===== src/rtl/fxdiv_pkg.sv =====
package fxdiv_pkg;

    typedef enum logic [1:0] {
        ST_IDLE   = 2'd0,
        ST_RUN    = 2'd1,
        ST_FINISH = 2'd2
    } fx_state_e;

endpackage


===== src/rtl/fxdiv_ctrl.sv =====
module fxdiv_ctrl
    import fxdiv_pkg::*;
#(
    parameter int STEPS = 32
) (
    input  logic      clk,
    input  logic      rst_n,
    input  logic      start,
    output logic      load,
    output logic      step,
    output logic      done_o,
    output fx_state_e state_o
);

    localparam int CNT_W = (STEPS > 1) ? $clog2(STEPS) : 1;
    localparam logic [CNT_W-1:0] LAST = CNT_W'(STEPS - 1);

    fx_state_e        state_q, state_d;
    logic [CNT_W-1:0] cnt_q;

    // next-state decision
    always_comb begin
        state_d = state_q;
        unique case (state_q)
            ST_IDLE:   if (start) state_d = ST_RUN;               // accept
            ST_RUN:    if (cnt_q == LAST) state_d = ST_FINISH;    // last step / iterate
            ST_FINISH: state_d = ST_IDLE;                         // retire
            default:   state_d = ST_IDLE;
        endcase
    end

    // state register and step counter
    always_ff @(posedge clk or negedge rst_n) begin
        if (!rst_n) begin
            state_q <= ST_IDLE;
            cnt_q   <= '0;
        end else begin
            state_q <= state_d;
            if (state_q == ST_IDLE)
                cnt_q <= '0;
            else if (state_q == ST_RUN)
                cnt_q <= cnt_q + 1'b1;
        end
    end

    // outputs decoded from state
    always_comb begin
        load   = 1'b0;
        step   = 1'b0;
        done_o = 1'b0;
        unique case (state_q)
            ST_IDLE:   load   = start;
            ST_RUN:    step   = 1'b1;
            ST_FINISH: done_o = 1'b1;
            default:   ;
        endcase
    end

    assign state_o = state_q;

endmodule


===== src/rtl/fxdiv_core.sv =====
module fxdiv_core #(
    parameter int DVD_W  = 16,
    parameter int DSR_W  = 14,
    parameter int FRAC_W = 16
) (
    input  logic                     clk,
    input  logic                     rst_n,
    input  logic                     load,
    input  logic                     step,
    input  logic [DVD_W-1:0]         dividend,
    input  logic [DSR_W-1:0]         divisor,
    output logic [DVD_W+FRAC_W-1:0]  quo_o,
    output logic                     dbz_o,
    output logic [DSR_W:0]           rem_o,
    output logic [DSR_W-1:0]         dsr_o
);

    localparam int EXT_W = DVD_W + FRAC_W;
    localparam int REM_W = DSR_W + 1;

    logic [EXT_W-1:0] ext_dvd;
    logic [EXT_W-1:0] dvd_q;
    logic [EXT_W-1:0] quo_q;
    logic [REM_W-1:0] rem_q;
    logic [DSR_W-1:0] dsr_q;
    logic             dbz_q;
    logic [REM_W-1:0] trial;
    logic             fits;

    // scale the dividend by 2^FRAC_W (variant chosen by parameter)
    generate
        if (FRAC_W > 0) begin : g_scaled
            assign ext_dvd = {dividend, {FRAC_W{1'b0}}};
        end else begin : g_plain
            assign ext_dvd = dividend;
        end
    endgenerate

    // one restoring step: shift in next dividend bit, trial-subtract
    assign trial = {rem_q[REM_W-2:0], dvd_q[EXT_W-1]};
    assign fits  = (trial >= {1'b0, dsr_q});

    always_ff @(posedge clk or negedge rst_n) begin
        if (!rst_n) begin
            dvd_q <= '0;
            quo_q <= '0;
            rem_q <= '0;
            dsr_q <= '0;
            dbz_q <= 1'b0;
        end else if (load) begin
            dvd_q <= ext_dvd;
            quo_q <= '0;
            rem_q <= '0;
            dsr_q <= divisor;
            dbz_q <= (divisor == '0);
        end else if (step) begin
            dvd_q <= {dvd_q[EXT_W-2:0], 1'b0};
            quo_q <= {quo_q[EXT_W-2:0], fits};
            rem_q <= fits ? (trial - {1'b0, dsr_q}) : trial;
        end
    end

    assign quo_o = quo_q;
    assign dbz_o = dbz_q;
    assign rem_o = rem_q;
    assign dsr_o = dsr_q;

endmodule


===== src/rtl/fxdiv_restoring.sv =====
module fxdiv_restoring
    import fxdiv_pkg::*;
#(
    parameter int DVD_W  = 16,
    parameter int DSR_W  = 14,
    parameter int FRAC_W = 16
) (
    input  logic                    clk,
    input  logic                    rst_n,
    input  logic                    start,
    input  logic [DVD_W-1:0]        dividend,
    input  logic [DSR_W-1:0]        divisor,
    output logic                    done,
    output logic [DVD_W+FRAC_W-1:0] quotient,
    output logic                    div_by_zero
);

    localparam int EXT_W = DVD_W + FRAC_W;

    logic             load;
    logic             step;
    fx_state_e        st;
    logic [DSR_W:0]   part_rem;
    logic [DSR_W-1:0] dsr_q;

    fxdiv_ctrl #(
        .STEPS (EXT_W)
    ) u_ctrl (
        .clk     (clk),
        .rst_n   (rst_n),
        .start   (start),
        .load    (load),
        .step    (step),
        .done_o  (done),
        .state_o (st)
    );

    fxdiv_core #(
        .DVD_W  (DVD_W),
        .DSR_W  (DSR_W),
        .FRAC_W (FRAC_W)
    ) u_core (
        .clk      (clk),
        .rst_n    (rst_n),
        .load     (load),
        .step     (step),
        .dividend (dividend),
        .divisor  (divisor),
        .quo_o    (quotient),
        .dbz_o    (div_by_zero),
        .rem_o    (part_rem),
        .dsr_o    (dsr_q)
    );

endmodule


===== config.mk =====
export PLATFORM = sky130hd
export DESIGN_NAME = fxdiv_restoring
export DESIGN_NICKNAME = d
export VERILOG_FILES = /design/src/rtl/fxdiv_pkg.sv /design/src/rtl/fxdiv_ctrl.sv /design/src/rtl/fxdiv_core.sv /design/src/rtl/fxdiv_restoring.sv
export SDC_FILE = /design/constraint.sdc
export NUM_CORES = 1
export LEC_CHECK = 0
export ABC_AREA = 1
export BUFFER_PORTS_ARGS = -buffer_cell sky130_fd_sc_hd__buf_4
export CAP_MARGIN = 20
export CORE_ASPECT_RATIO = 0.8
export CORE_MARGIN = 10
export CORE_UTILIZATION = 30
export CTS_BUF_LIST = sky130_fd_sc_hd__clkbuf_8
export CTS_CLUSTER_SIZE = 16
export DETAILED_ROUTE_END_ITERATION = 8
export GPL_ROUTABILITY_DRIVEN = 0
export GPL_TIMING_DRIVEN = 0
export HOLD_SLACK_MARGIN = 0.1
export PLACE_DENSITY = 0.48
export SETUP_SLACK_MARGIN = 0.15
export SLEW_MARGIN = 20
export SYNTH_ARGS = -nofsm -noshare
export SYNTH_HDL_FRONTEND = slang
export SYNTH_SLANG_ARGS = --single-unit
export TNS_END_PERCENT = 50

===== constraint.sdc =====
create_clock -name clk -period 2.6 [get_ports clk]
set_input_delay 0.13 -clock clk [delete_from_list [all_inputs] [get_ports clk]]
set_output_delay 0.13 -clock clk [all_outputs]
set_load 0.1 [all_outputs]

==> Implementation_results.wiki, run 1 <==
{| class="wikitable"
! Metric !! Value
|-
| Worst clock skew || 0.008692 ns
|-
| Critical path depth || 11
|-
| Ratio of final minimum period to clock period || 0.8320
|-
| Class of the tightest hold or removal check || in2reg
|-
| Element type at the critical path end || flip-flop
|-
| First-pass DRT Iterations || 4
|-
| Root Buffer Master || clkbuf_8
|-
| Number of synthesized register bits || 84
|-
| Final Hold Vio Count || 0
|-
| Most common cell after layout, fill and taps aside || nand2_1
|-
| Layout cells sized above 1 || 0.1609
|-
| CP endpoint || u_core.rem_o[8]$_DFFE_PN0P_
|-
| Hold bufs inserted after CTS || 32
|-
| Routed wire length per instance || 14.51 um
|-
| Final Slew Violations || 0
|-
| Antenna diode instance count || 0
|-
| CP Launch Point || u_core.dvd_q[31]$_DFFE_PN0P_
|-
| CP required || roughly 2.9 ns
|-
| Initial standard-cell utilization of the core || 0.3093
|-
| Area of the mapped netlist || 4468 um^2
|-
| Unrepaired setup endpoints after global routing || false
|-
| Worst R2R End || u_core.rem_o[8]$_DFFE_PN0P_
|-
| Post-Syn Instances || 552
|-
| Area growth from synthesis to final layout || 27.08%
|-
| FF-to-FF setup slack || between 0.4 and 0.5 ns
|-
| Finish-stage setup viols || 0
|-
| Top_reg_cell synth || dfrtp_1
|-
| Buffers & Inverters on Critical Path || 2
|-
| Max Freq || between 400 and 500 MHz
|-
| Die height || 129.2 um
|-
| Synthesized netlist net count || 602
|-
| Wirelength, routed || 12.32 mm
|-
| Routed vias || 3930
|-
| Number of standard-cell rows in the floorplan || 39
|-
| Worst-path cell chain || inv_1 -> ha_1 -> inv_1 -> fa_1 -> nand3_1 -> nand3_1 -> a21oi_1 -> xor2_1 -> nand2_1 -> nand2_1 -> nand2_1
|-
| Total Die Area || a little over 20000 um^2
|-
| ANT nets after route || 0
|-
| Clock latency reported for the late side of the worst-skew pair || 0.37 ns
|-
| Post-CTS setup-driven buffer insertion count || 0
|-
| Die Span X || ~160 um
|-
| Library cell contributing the largest single delay on the critical path || fa_1
|-
| TritonCTS clock tree || done
|-
| Number of antenna violations at the first check in global routing || 0
|-
| Number of top-level pins || 67
|-
| Via count normalized by instance count || 4.629
|-
| Normalized max-slew margin || 0.4848
|-
| Initial DRC Count || 281
|-
| Startpoint type of the worst setup path || flip-flop
|-
| Layout fillers || ~1500
|-
| Share of synthesized registers carrying an async set or reset || 1.000
|-
| Total Neg Setup Slack || 0 ns
|-
| Worst slew pin tran || 0.7728 ns
|-
| # port buffers || between 60 and 70
|-
| Number of distinct standard cells referenced by the synthesized netlist || 33
|-
| Type of the worst setup path || reg2reg
|-
| Mean instance size in the synthesized netlist || just over 8 um^2
|-
| Pin count of the biggest net entering global routing || 85
|-
| Shortest period the worst path allows || 2.163 ns
|-
| Most used cell along the critical path || nand2_1
|-
| Global-route wire length before repair || 20.87 mm
|-
| Final-stage net count || between 700 and 800
|-
| Total of max-cap violations || 0
|-
| Maximum clock insertion buffer count || 2
|-
| Worst r2r src || u_core.dvd_q[31]$_DFFE_PN0P_
|-
| Sinks on Clock Net || 84
|-
| Highest fanout seen on the critical path || 4
|-
| Cell depth of the worst flop-to-flop path || 11
|-
| Commonest cells after routing, fill and taps aside || 144 x nand2_1, 112 x inv_1, 84 x dfrtp_1, 70 x buf_4, 36 x nand3_1
|-
| Hold path startpoint || start
|-
| Cell class contributing the biggest share of worst-path delay || adder cells
|-
| Yosys warns || 0
|-
| Fraction of the yosys area taken by sequential cells || 0.4705
|-
| Remaining routing DRC violations || 0
|-
| Htree depth || 3
|-
| Clock transition time at the flip-flop clock pins of the worst setup and hold paths || 0.08 ns
|-
| Quantity of gates resized following cts || 0
|-
| CP peak stage delay || 0.47 ns
|-
| Leftover overflow at the end of global routing || 0
|-
| Via count of the first global-routing pass || just under 4000
|-
| WP data arrival || 2.43 ns
|-
| Total core area || 14440 um^2
|-
| Clock buffers created by TritonCTS || 9
|-
| Post-synth EDFFs || 0
|-
| Status || finished clean
|-
| Overall global routing resource usage || 0.1289
|-
| Half-perimeter wire length after detailed placement || 9.210 mm
|}
==> tightest hold or removal path, stage by stage <==
cell	delay (ns)
buf_4	0.08
nand2_2	0.09
nor2_1	0.15
a21oi_1	0.06
==> area by class of cell <==
cell class              count  area [um^2]  share of cell area
clock inverters             6        36.28            0.006390
multi-input cells         335         1797              0.3164
clock buffers               9        123.9             0.02182
plain buffers              20        142.6             0.02512
repair buffers             98        819.5              0.1443
inverters                 113        426.7             0.07514
flip-flops and latches     84         2102              0.3702
well taps                 184        230.2             0.04055
==> sequential cells by signal, summed over array words and instances, names as in the netlist <==
name / flops
u_core.dvd_q: 16
u_ctrl.state_o: 2
u_core.dbz_o: 1
u_ctrl.cnt_q: 5
u_core.rem_o: 14
u_core.quo_o: 32
u_core.dsr_o: 14
==> per-stage QoR <==
stage	utilization	std cells	hold WS, ns	instance area [um^2]	setup WS [ns]
floorplan	-	552	-0.1656	4468	0.7145
global placement	0.3596	802	0.3485	5194	0.4423
detailed placement	0.3596	802	0.3471	5194	0.4428
CTS	0.3928	849	0.1542	5674	0.4270
global route	0.3931	849	0.1823	5678	0.2450
finish	0.3931	849	0.1705	5678	0.4368
==> worst min-delay path by stage <==
stage,slack (ns),endpoint,cells past startpoint
after global routing,0.18,u_core.dsr_o[8]$_DFFE_PN0P_,4
after detailed placement,0.35,u_core.dvd_q[25]$_DFFE_PN0P_,3
final,0.17,u_core.dsr_o[8]$_DFFE_PN0P_,4
after global placement,0.35,u_core.dvd_q[25]$_DFFE_PN0P_,3
after CTS,0.15,u_core.dsr_o[8]$_DFFE_PN0P_,4
after floorplan,-0.17,u_core.dbz_o$_DFFE_PN0P_,0
==> synth_stat cells (5+ instances only) <==
cell type    n  share of area
nand4_1      6         0.0084
buf_4        5         0.0084
a21oi_1     10          0.011
nand3_1     36          0.040
ha_1        16          0.045
nor3_1       5         0.0056
xnor2_1      6          0.012
nand3b_1     5         0.0084
o21ai_0     18          0.020
nand2_1    144           0.12
dfrtp_1     84           0.47
buf_2        6         0.0067
inv_1      109          0.092
nor2_1      25          0.021
o22ai_1     31          0.043
o221ai_1    13          0.025
==> cell families (layout without fill, tap and decap cells) <==
logic type / Yosys count / count (layout) / synth area share
xor gates and xnor gates: 7 / 7 / 0.01372
adders and majority gates: 17 / 17 / 0.04929
DFF: 84 / 84 / 0.4705
AOI/OAI and AO/OA: 82 / 82 / 0.1173
buffers and inverters: 133 / 246 / 0.1274
and+or+nand+nor: 229 / 229 / 0.2218
==> layer usage <==
layer  vias up  part of all wire  track usage
li1       1985                 -            -
met1      1844              0.50       0.1800
met2        89              0.44       0.1898
met3        12             0.049      0.03737
met4         0             0.013      0.03601
met5         -                 0            0
Power of run 1 is not shown: default switching activity piles up to over one toggle a cycle in this logic, so the estimate is an artifact.
==> run 2: changes to the inputs <==
- clock period: 2.6 -> 2 ns (I/O delays scaled with it)
==> Implementation_results.wiki, run 2 (synthesis gave the netlist of run 1 again) <==
{| class="wikitable"
! Metric !! Value
|-
| CP Launch Point || u_core.rem_o[5]$_DFFE_PN0P_
|-
| Worst slew pin tran || 0.7809 ns (+0.008028 ns)
|-
| TritonCTS clock tree || done
|-
| Total core area || 14440 um^2 (unchanged)
|-
| Number of standard-cell rows in the floorplan || 39 (unchanged)
|-
| Total of max-cap violations || 0 (unchanged)
|-
| Ratio of final minimum period to clock period || 0.9192 (+0.08720)
|-
| Library cell contributing the largest single delay on the critical path || dfrtp_2
|-
| Die height || 129.2 um (unchanged)
|-
| Unrepaired setup endpoints after global routing || true
|-
| Final Hold Vio Count || 0 (unchanged)
|-
| Met2 wire len || 6.343 mm (+17%)
|-
| Clock latency reported for the late side of the worst-skew pair || 0.37 ns (about the same)
|-
| Count of cells along the worst hold path || 4 (unchanged)
|-
| Area growth from synthesis to final layout || 41.50%
|-
| Startpoint type of the worst setup path || flip-flop
|-
| Setup ws final || 0.1616 ns (-0.2752 ns)
|-
| Via count normalized by instance count || 4.640 (+0.25%)
|-
| Number of antenna violations at the first check in global routing || 0 (unchanged)
|-
| Layout fillers || 1454 (-3.6%)
|-
| Routed vias || 4065 (+3.4%)
|-
| Half-perimeter wire length after detailed placement || 9.417 mm (+2.2%)
|-
| Layout cells sized above 1 || 0.3082 (+0.1473)
|-
| # port buffers || 66 (unchanged)
|-
| Pin count of the biggest net entering global routing || 85 (unchanged)
|-
| Element type at the critical path end || flip-flop
|-
| ANT nets after route || 0 (unchanged)
|-
| Maximum clock insertion buffer count || 2 (unchanged)
|-
| Worst r2r src || u_core.rem_o[5]$_DFFE_PN0P_
|-
| Via count of the first global-routing pass || 4099 (+3.4%)
|-
| Wirelength, routed || 13.32 mm (+8.1%)
|-
| Most common cell after layout, fill and taps aside || nand2_1
|-
| Class of the tightest hold or removal check || in2reg
|-
| Top routing layer in use || met4
|-
| Type of the worst setup path || reg2reg
|-
| Htree depth || 3 (unchanged)
|-
| Total Die Area || 20210 um^2 (unchanged)
|-
| Worst slack at placement || -0.1278 ns (-0.5706 ns)
|-
| Final Slew Violations || 0 (unchanged)
|-
| Global-route wire length before repair || 21.58 mm (+3.4%)
|-
| Overall global routing resource usage || 0.1332 (+0.004262)
|-
| Final-stage net count || 736 (+3.5%)
|-
| Clock buffers created by TritonCTS || 9 (unchanged)
|-
| Commonest cells after routing, fill and taps aside || 118 x nand2_1, 93 x inv_1, 93 x buf_4, 82 x dfrtp_1, 32 x dlygate4sd3_1
|-
| Status || finished clean
|-
| Finish-stage setup viols || 0 (unchanged)
|-
| Leftover overflow at the end of global routing || 0 (unchanged)
|-
| CP required || 2.27 ns (-0.60 ns)
|-
| Routed length on met1 || 6.199 mm (+1.0%)
|-
| Die Span X || 156.4 um (unchanged)
|-
| Initial DRC Count || 242 (-14%)
|-
| CP peak stage delay || 0.46 ns (about the same)
|-
| Clock transition time at the flip-flop clock pins of the worst setup and hold paths || 0.09 ns (about the same)
|-
| First-pass DRT Iterations || 5 (+1)
|-
| Total length of routed met3 wires || 628 um (+4.8%)
|-
| Most used cell along the critical path || nand2_4
|-
| Max Freq || 543.9 MHz (+18%)
|-
| Initial standard-cell utilization of the core || 0.3093 (unchanged)
|-
| Shortest period the worst path allows || 1.838 ns (-0.3248 ns)
|-
| Number of top-level pins || 67 (unchanged)
|-
| Normalized max-slew margin || 0.4794 (-0.005352)
|-
| Sinks on Clock Net || 84 (unchanged)
|-
| Worst clock skew || 0.008084 ns (-0.0006081 ns)
|-
| Worst-path cell chain || ha_4 -> nand2_4 -> inv_2 -> nand2_2 -> nand2_2 -> inv_2 -> nand2_4 -> nand2_4 -> nand3_4 -> clkbuf_16 -> nand2_1 -> nand3_1 -> nand2_1
|-
| Highest fanout seen on the critical path || 7 (+3)
|-
| Routed wire length per instance || 15.20 um (+4.8%)
|-
| Number of flip-flops in the largest register || 32 (unchanged)
|-
| Cell depth of the worst flop-to-flop path || 13 (+2)
|-
| Root Buffer Master || clkbuf_8
|-
| Remaining routing DRC violations || 0 (unchanged)
|-
| Hold path startpoint || start
|-
| WP data arrival || 2.10 ns (-0.33 ns)
|}
## run 2: cell types whose count changed in the layout (fill, tap and decap cells not counted), moves of 5 or more
cell / before / now
nand2_1: 144 / 118
buf_4: 70 / 93
nand2_2: 2 / 22
inv_1: 112 / 93
inv_2: 3 / 19
ha_1: 16 / 3
ha_4: 0 / 13
nor2_1: 25 / 17
nand3_1: 36 / 29
nand2_4: 0 / 6
nand3_2: 0 / 5
## run 2: worst paths after layout
check | to | slack, ns
min in group asynchronous | u_core.quo_o[20]$_DFFE_PN0P_ | 0.35
max in group asynchronous | u_core.rem_o[5]$_DFFE_PN0P_ | 1.07
hold reg to reg | u_core.quo_o[31]$_DFFE_PN0P_ | 0.50
hold / removal | u_core.dsr_o[8]$_DFFE_PN0P_ | 0.12
setup / recovery | u_core.rem_o[4]$_DFFE_PN0P_ | 0.16
setup reg to reg | u_core.rem_o[4]$_DFFE_PN0P_ | 0.16
## run 2: layout make-up
type,instances,area [um^2],share of cell area
clock inverter,6,63.81,0.01009
buffer,20,142.6,0.02256
clock buffer,10,137.6,0.02177
inverter,113,431.7,0.06828
antenna,1,2.502,0.0003958
tap,184,230.2,0.03641
timing repair buffer,123,1028,0.1627
multi-input combinational,335,2181,0.3449
sequential,84,2105,0.3329
## run 2: timing repair
action,CTS,global route
hold buffers,32,0
endpoints found under the hold margin,115,0
buffers inserted,8,16
gates resized for setup,23,74
setup endpoints to repair,15,16
pin swaps,4,32
cloned,0,1
## run 2: per-stage QoR
| stage | setup TNS [ns] | utilization | cell area, um^2 | instances | hold WS [ns] |
|---|---|---|---|---|---|
| finish | 0 | 0.4377 | 6322 | 876 | 0.1197 |
| global route | 0 | 0.4375 | 6320 | 875 | 0.1254 |
| CTS | 0 | 0.4106 | 5931 | 858 | 0.1056 |
| detailed placement | -0.2375 | 0.3598 | 5196 | 802 | 0.3191 |
| global placement | -0.3204 | 0.3598 | 5196 | 802 | 0.3194 |
| floorplan | 0 | - | 4471 | 552 | -0.1956 |
## run 2: critical path, delay by kind of cell (launching register included)
| family | cells | cell delay [ns] |
|---|---|---|
| adder cells (fa/ha/maj) | 1 | 0.33 |
| buffers and inverters | 3 | 0.29 |
| flip-flops | 1 | 0.46 |
| AND/OR/NAND/NOR | 9 | 0.66 |
## run 2: layer usage
metal | up-vias | GRT usage
met1 | 1934 | 0.1776
met3 | 10 | 0.03671
met2 | 87 | 0.2103
met4 | 0 | 0.03213
met5 | - | 0
li1 | 2034 | -
Power of run 2 is left out for the same reason.
==> run 3: changes to the inputs <==
- SYNTH_HIERARCHICAL: default -> 1
==> Implementation_results.wiki, run 3 <==
{| class="wikitable"
! Metric !! Value
|-
| Routed length on met1 || 6.538 mm (+5.5%)
|-
| CP required || 2.31 ns (+0.04 ns)
|-
| Worst clock skew || 0.01465 ns (+0.006565 ns)
|-
| Yosys warns || 6 (+6)
|-
| Buffers & Inverters on Critical Path || 3 (unchanged)
|-
| Total length of routed met3 wires || 600 um (-4.5%)
|-
| Synthesized netlist net count || 614 (+2.0%)
|-
| Library cell contributing the largest single delay on the critical path || dfrtp_1
|-
| Global-route wire length before repair || 20.80 mm (-3.6%)
|-
| Status || finished clean
|-
| Routed wire length per instance || 14.55 um (-4.3%)
|-
| Finish-stage setup viols || 0 (unchanged)
|-
| Routed vias || 3990 (-1.8%)
|-
| FF-to-FF setup slack || 0.12 ns (-0.04 ns)
|-
| Overall global routing resource usage || 0.1275 (-0.005674)
|-
| Clock transition time at the flip-flop clock pins of the worst setup and hold paths || 0.09 ns (about the same)
|-
| Htree depth || 3 (unchanged)
|-
| Setup ws final || 0.1223 ns (-0.03926 ns)
|-
| Most common cell after layout, fill and taps aside || nand2_1
|-
| TritonCTS clock tree || done
|-
| Shortest period the worst path allows || 1.878 ns (+0.03927 ns)
|-
| Class of the tightest hold or removal check || in2async
|-
| Sinks on Clock Net || 84 (unchanged)
|-
| Worst slew pin tran || 0.7594 ns (-0.02151 ns)
|-
| Startpoint type of the worst setup path || flip-flop
|-
| Worst-path cell chain || inv_2 -> ha_4 -> buf_6 -> a21oi_2 -> nand2_2 -> nand2_2 -> nand2_2 -> nand2_4 -> nand3_4 -> buf_6 -> nand2_1 -> nand3_1 -> nand2_1
|-
| Total Die Area || 19970 um^2 (-1.2%)
|-
| Cell class contributing the biggest share of worst-path delay || simple AND/OR/NAND/NOR gates
|-
| Unrepaired setup endpoints after global routing || true
|-
| Number of antenna violations at the first check in global routing || 0 (unchanged)
|-
| Number of top-level pins || 67 (unchanged)
|-
| Clock latency reported for the late side of the worst-skew pair || 0.36 ns (about the same)
|-
| Final-stage net count || 741 (+0.68%)
|-
| Via count of the first global-routing pass || 3943 (-3.8%)
|-
| Antenna diode instance count || 0 (-1)
|-
| Die Span X || 155.5 um (-0.60%)
|-
| Layout cells sized above 1 || 0.2777 (-0.03055)
|-
| Remaining routing DRC violations || 0 (unchanged)
|-
| Number of flip-flops in the largest register || 32 (unchanged)
|-
| Worst slack at placement || -0.3959 ns (-0.2681 ns)
|-
| Area growth from synthesis to final layout || 40.29%
|-
| Number of standard-cell rows in the floorplan || 39 (unchanged)
|-
| Half-perimeter wire length after detailed placement || 9.277 mm (-1.5%)
|-
| Final Slew Violations || 0 (unchanged)
|-
| Ratio of final minimum period to clock period || 0.9388 (+0.01963)
|-
| Sequential Area || 2105 um^2 (unchanged)
|-
| Maximum clock insertion buffer count || 2 (unchanged)
|-
| Mean instance size in the synthesized netlist || 7.813 um^2 (-3.5%)
|-
| Clock buffers created by TritonCTS || 9 (unchanged)
|-
| Worst R2R End || u_core/rem_o[7]$_DFFE_PN0P_
|-
| Met2 wire len || 5.508 mm (-13%)
|-
| Area of the mapped netlist || 4407 um^2 (-1.4%)
|-
| CP peak stage delay || 0.38 ns (-0.08 ns)
|-
| First-pass DRT Iterations || 4 (-1)
|-
| Pin count of the biggest net entering global routing || 85 (unchanged)
|-
| ANT nets after route || 0 (unchanged)
|-
| Highest fanout seen on the critical path || 8 (+1)
|-
| Element type at the critical path end || flip-flop
|-
| Initial standard-cell utilization of the core || 0.3072 (-0.002169)
|-
| Leftover overflow at the end of global routing || 0 (unchanged)
|-
| Normalized max-slew margin || 0.4938 (+0.01434)
|-
| Area used by multi-input combinational logic || 2136 um^2 (-2.1%)
|-
| Die height || 128.4 um (-0.58%)
|-
| Post-Syn Instances || 564 (+2.2%)
|-
| Via count normalized by instance count || 4.539 (-2.2%)
|-
| WP data arrival || 2.18 ns (+0.08 ns)
|-
| Root Buffer Master || clkbuf_8
|-
| Total core area || 14350 um^2 (-0.68%)
|-
| Layout fillers || 1446 (-0.55%)
|-
| Type of the worst setup path || reg2reg
|-
| Commonest cells after routing, fill and taps aside || 134 x nand2_1, 97 x inv_1, 82 x dfrtp_1, 78 x buf_4, 45 x o22ai_1
|-
| Wirelength, routed || 12.79 mm (-4.0%)
|-
| Max Freq || 532.6 MHz (-2.1%)
|-
| Top routing layer in use || met4
|-
| Final Hold Vio Count || 0 (unchanged)
|-
| Worst r2r src || u_core/dsr_o[2]$_DFFE_PN0P_
|-
| Total of max-cap violations || 0 (unchanged)
|-
| Cell depth of the worst flop-to-flop path || 13 (unchanged)
|-
| Most used cell along the critical path || nand2_2
|-
| # port buffers || 66 (unchanged)
|-
| Initial DRC Count || 243 (+0.41%)
|}
run 3: area by class of cell:
cell class,count,share of cell area
Multi-Input combinational cell,357,0.3455
Sequential cell,84,0.3404
Timing Repair Buffer,115,0.1571
Inverter,107,0.06537
Tap cell,184,0.03724
Clock buffer,9,0.02004
Clock inverter,6,0.01821
Buffer,17,0.01619
run 3: worst register-to-register path: cells and delay by family, from the launching register on:
family	cells	cell delay, ns
adders and majority gates	1	0.20
AOI/OAI and AO/OA	1	0.13
buffers and inverters	3	0.39
DFF	1	0.38
and+or+nand+nor	8	0.74
run 3: routing by layer:
layer / global-route usage / up-vias
met4: 0.04011 / 0
met3: 0.02531 / 10
met5: 0 / -
li1: - / 2040
met1: 0.1855 / 1875
met2: 0.1856 / 65
run 3: stage by stage:
step                      area (um^2)  setup TNS (ns)    util  instances  hold WS (ns)
after floorplan                  4407               0       -        564       -0.1956
after global placement           5132          -14.43  0.3578        814        0.3179
after detailed placement         5132          -19.46  0.3578        814        0.3194
after CTS                        5826               0  0.4061        866        0.4848
after global routing             6182        -0.03308  0.4309        879        0.4146
final                            6182               0  0.4309        879        0.3470
run 3: what timing repair did:
| action | 4_1_cts | 5_1_grt |
|---|---|---|
| hold endpoints to repair | 116 | 0 |
| cloned | 1 | 1 |
| setup buffers | 4 | 12 |
| gates resized for setup | 27 | 65 |
| setup endpoints to repair | 72 | 62 |
| pin swaps | 4 | 18 |
| hold buffers | 32 | 0 |
run 3: worst max-delay path by stage:
stage                                  start                           end  depth (start not counted)
2_1_floorplan  u_ctrl/state_o[1]$_DFFE_PN0P_                          done                          2
3_3_place_gp   u_ctrl/state_o[1]$_DFFE_PN0P_  u_core/dvd_q[27]$_DFFE_PN0P_                          9
3_5_place_dp   u_ctrl/state_o[1]$_DFFE_PN0P_  u_core/dvd_q[28]$_DFFE_PN0P_                          9
4_1_cts          u_core/rem_o[6]$_DFFE_PN0P_   u_core/rem_o[7]$_DFFE_PN0P_                         11
5_1_grt         u_core/dvd_q[31]$_DFFE_PN0P_   u_core/rem_o[8]$_DFFE_PN0P_                         14
6_report         u_core/dsr_o[2]$_DFFE_PN0P_   u_core/rem_o[7]$_DFFE_PN0P_                         13
Power of run 3 is left out for the same reason.
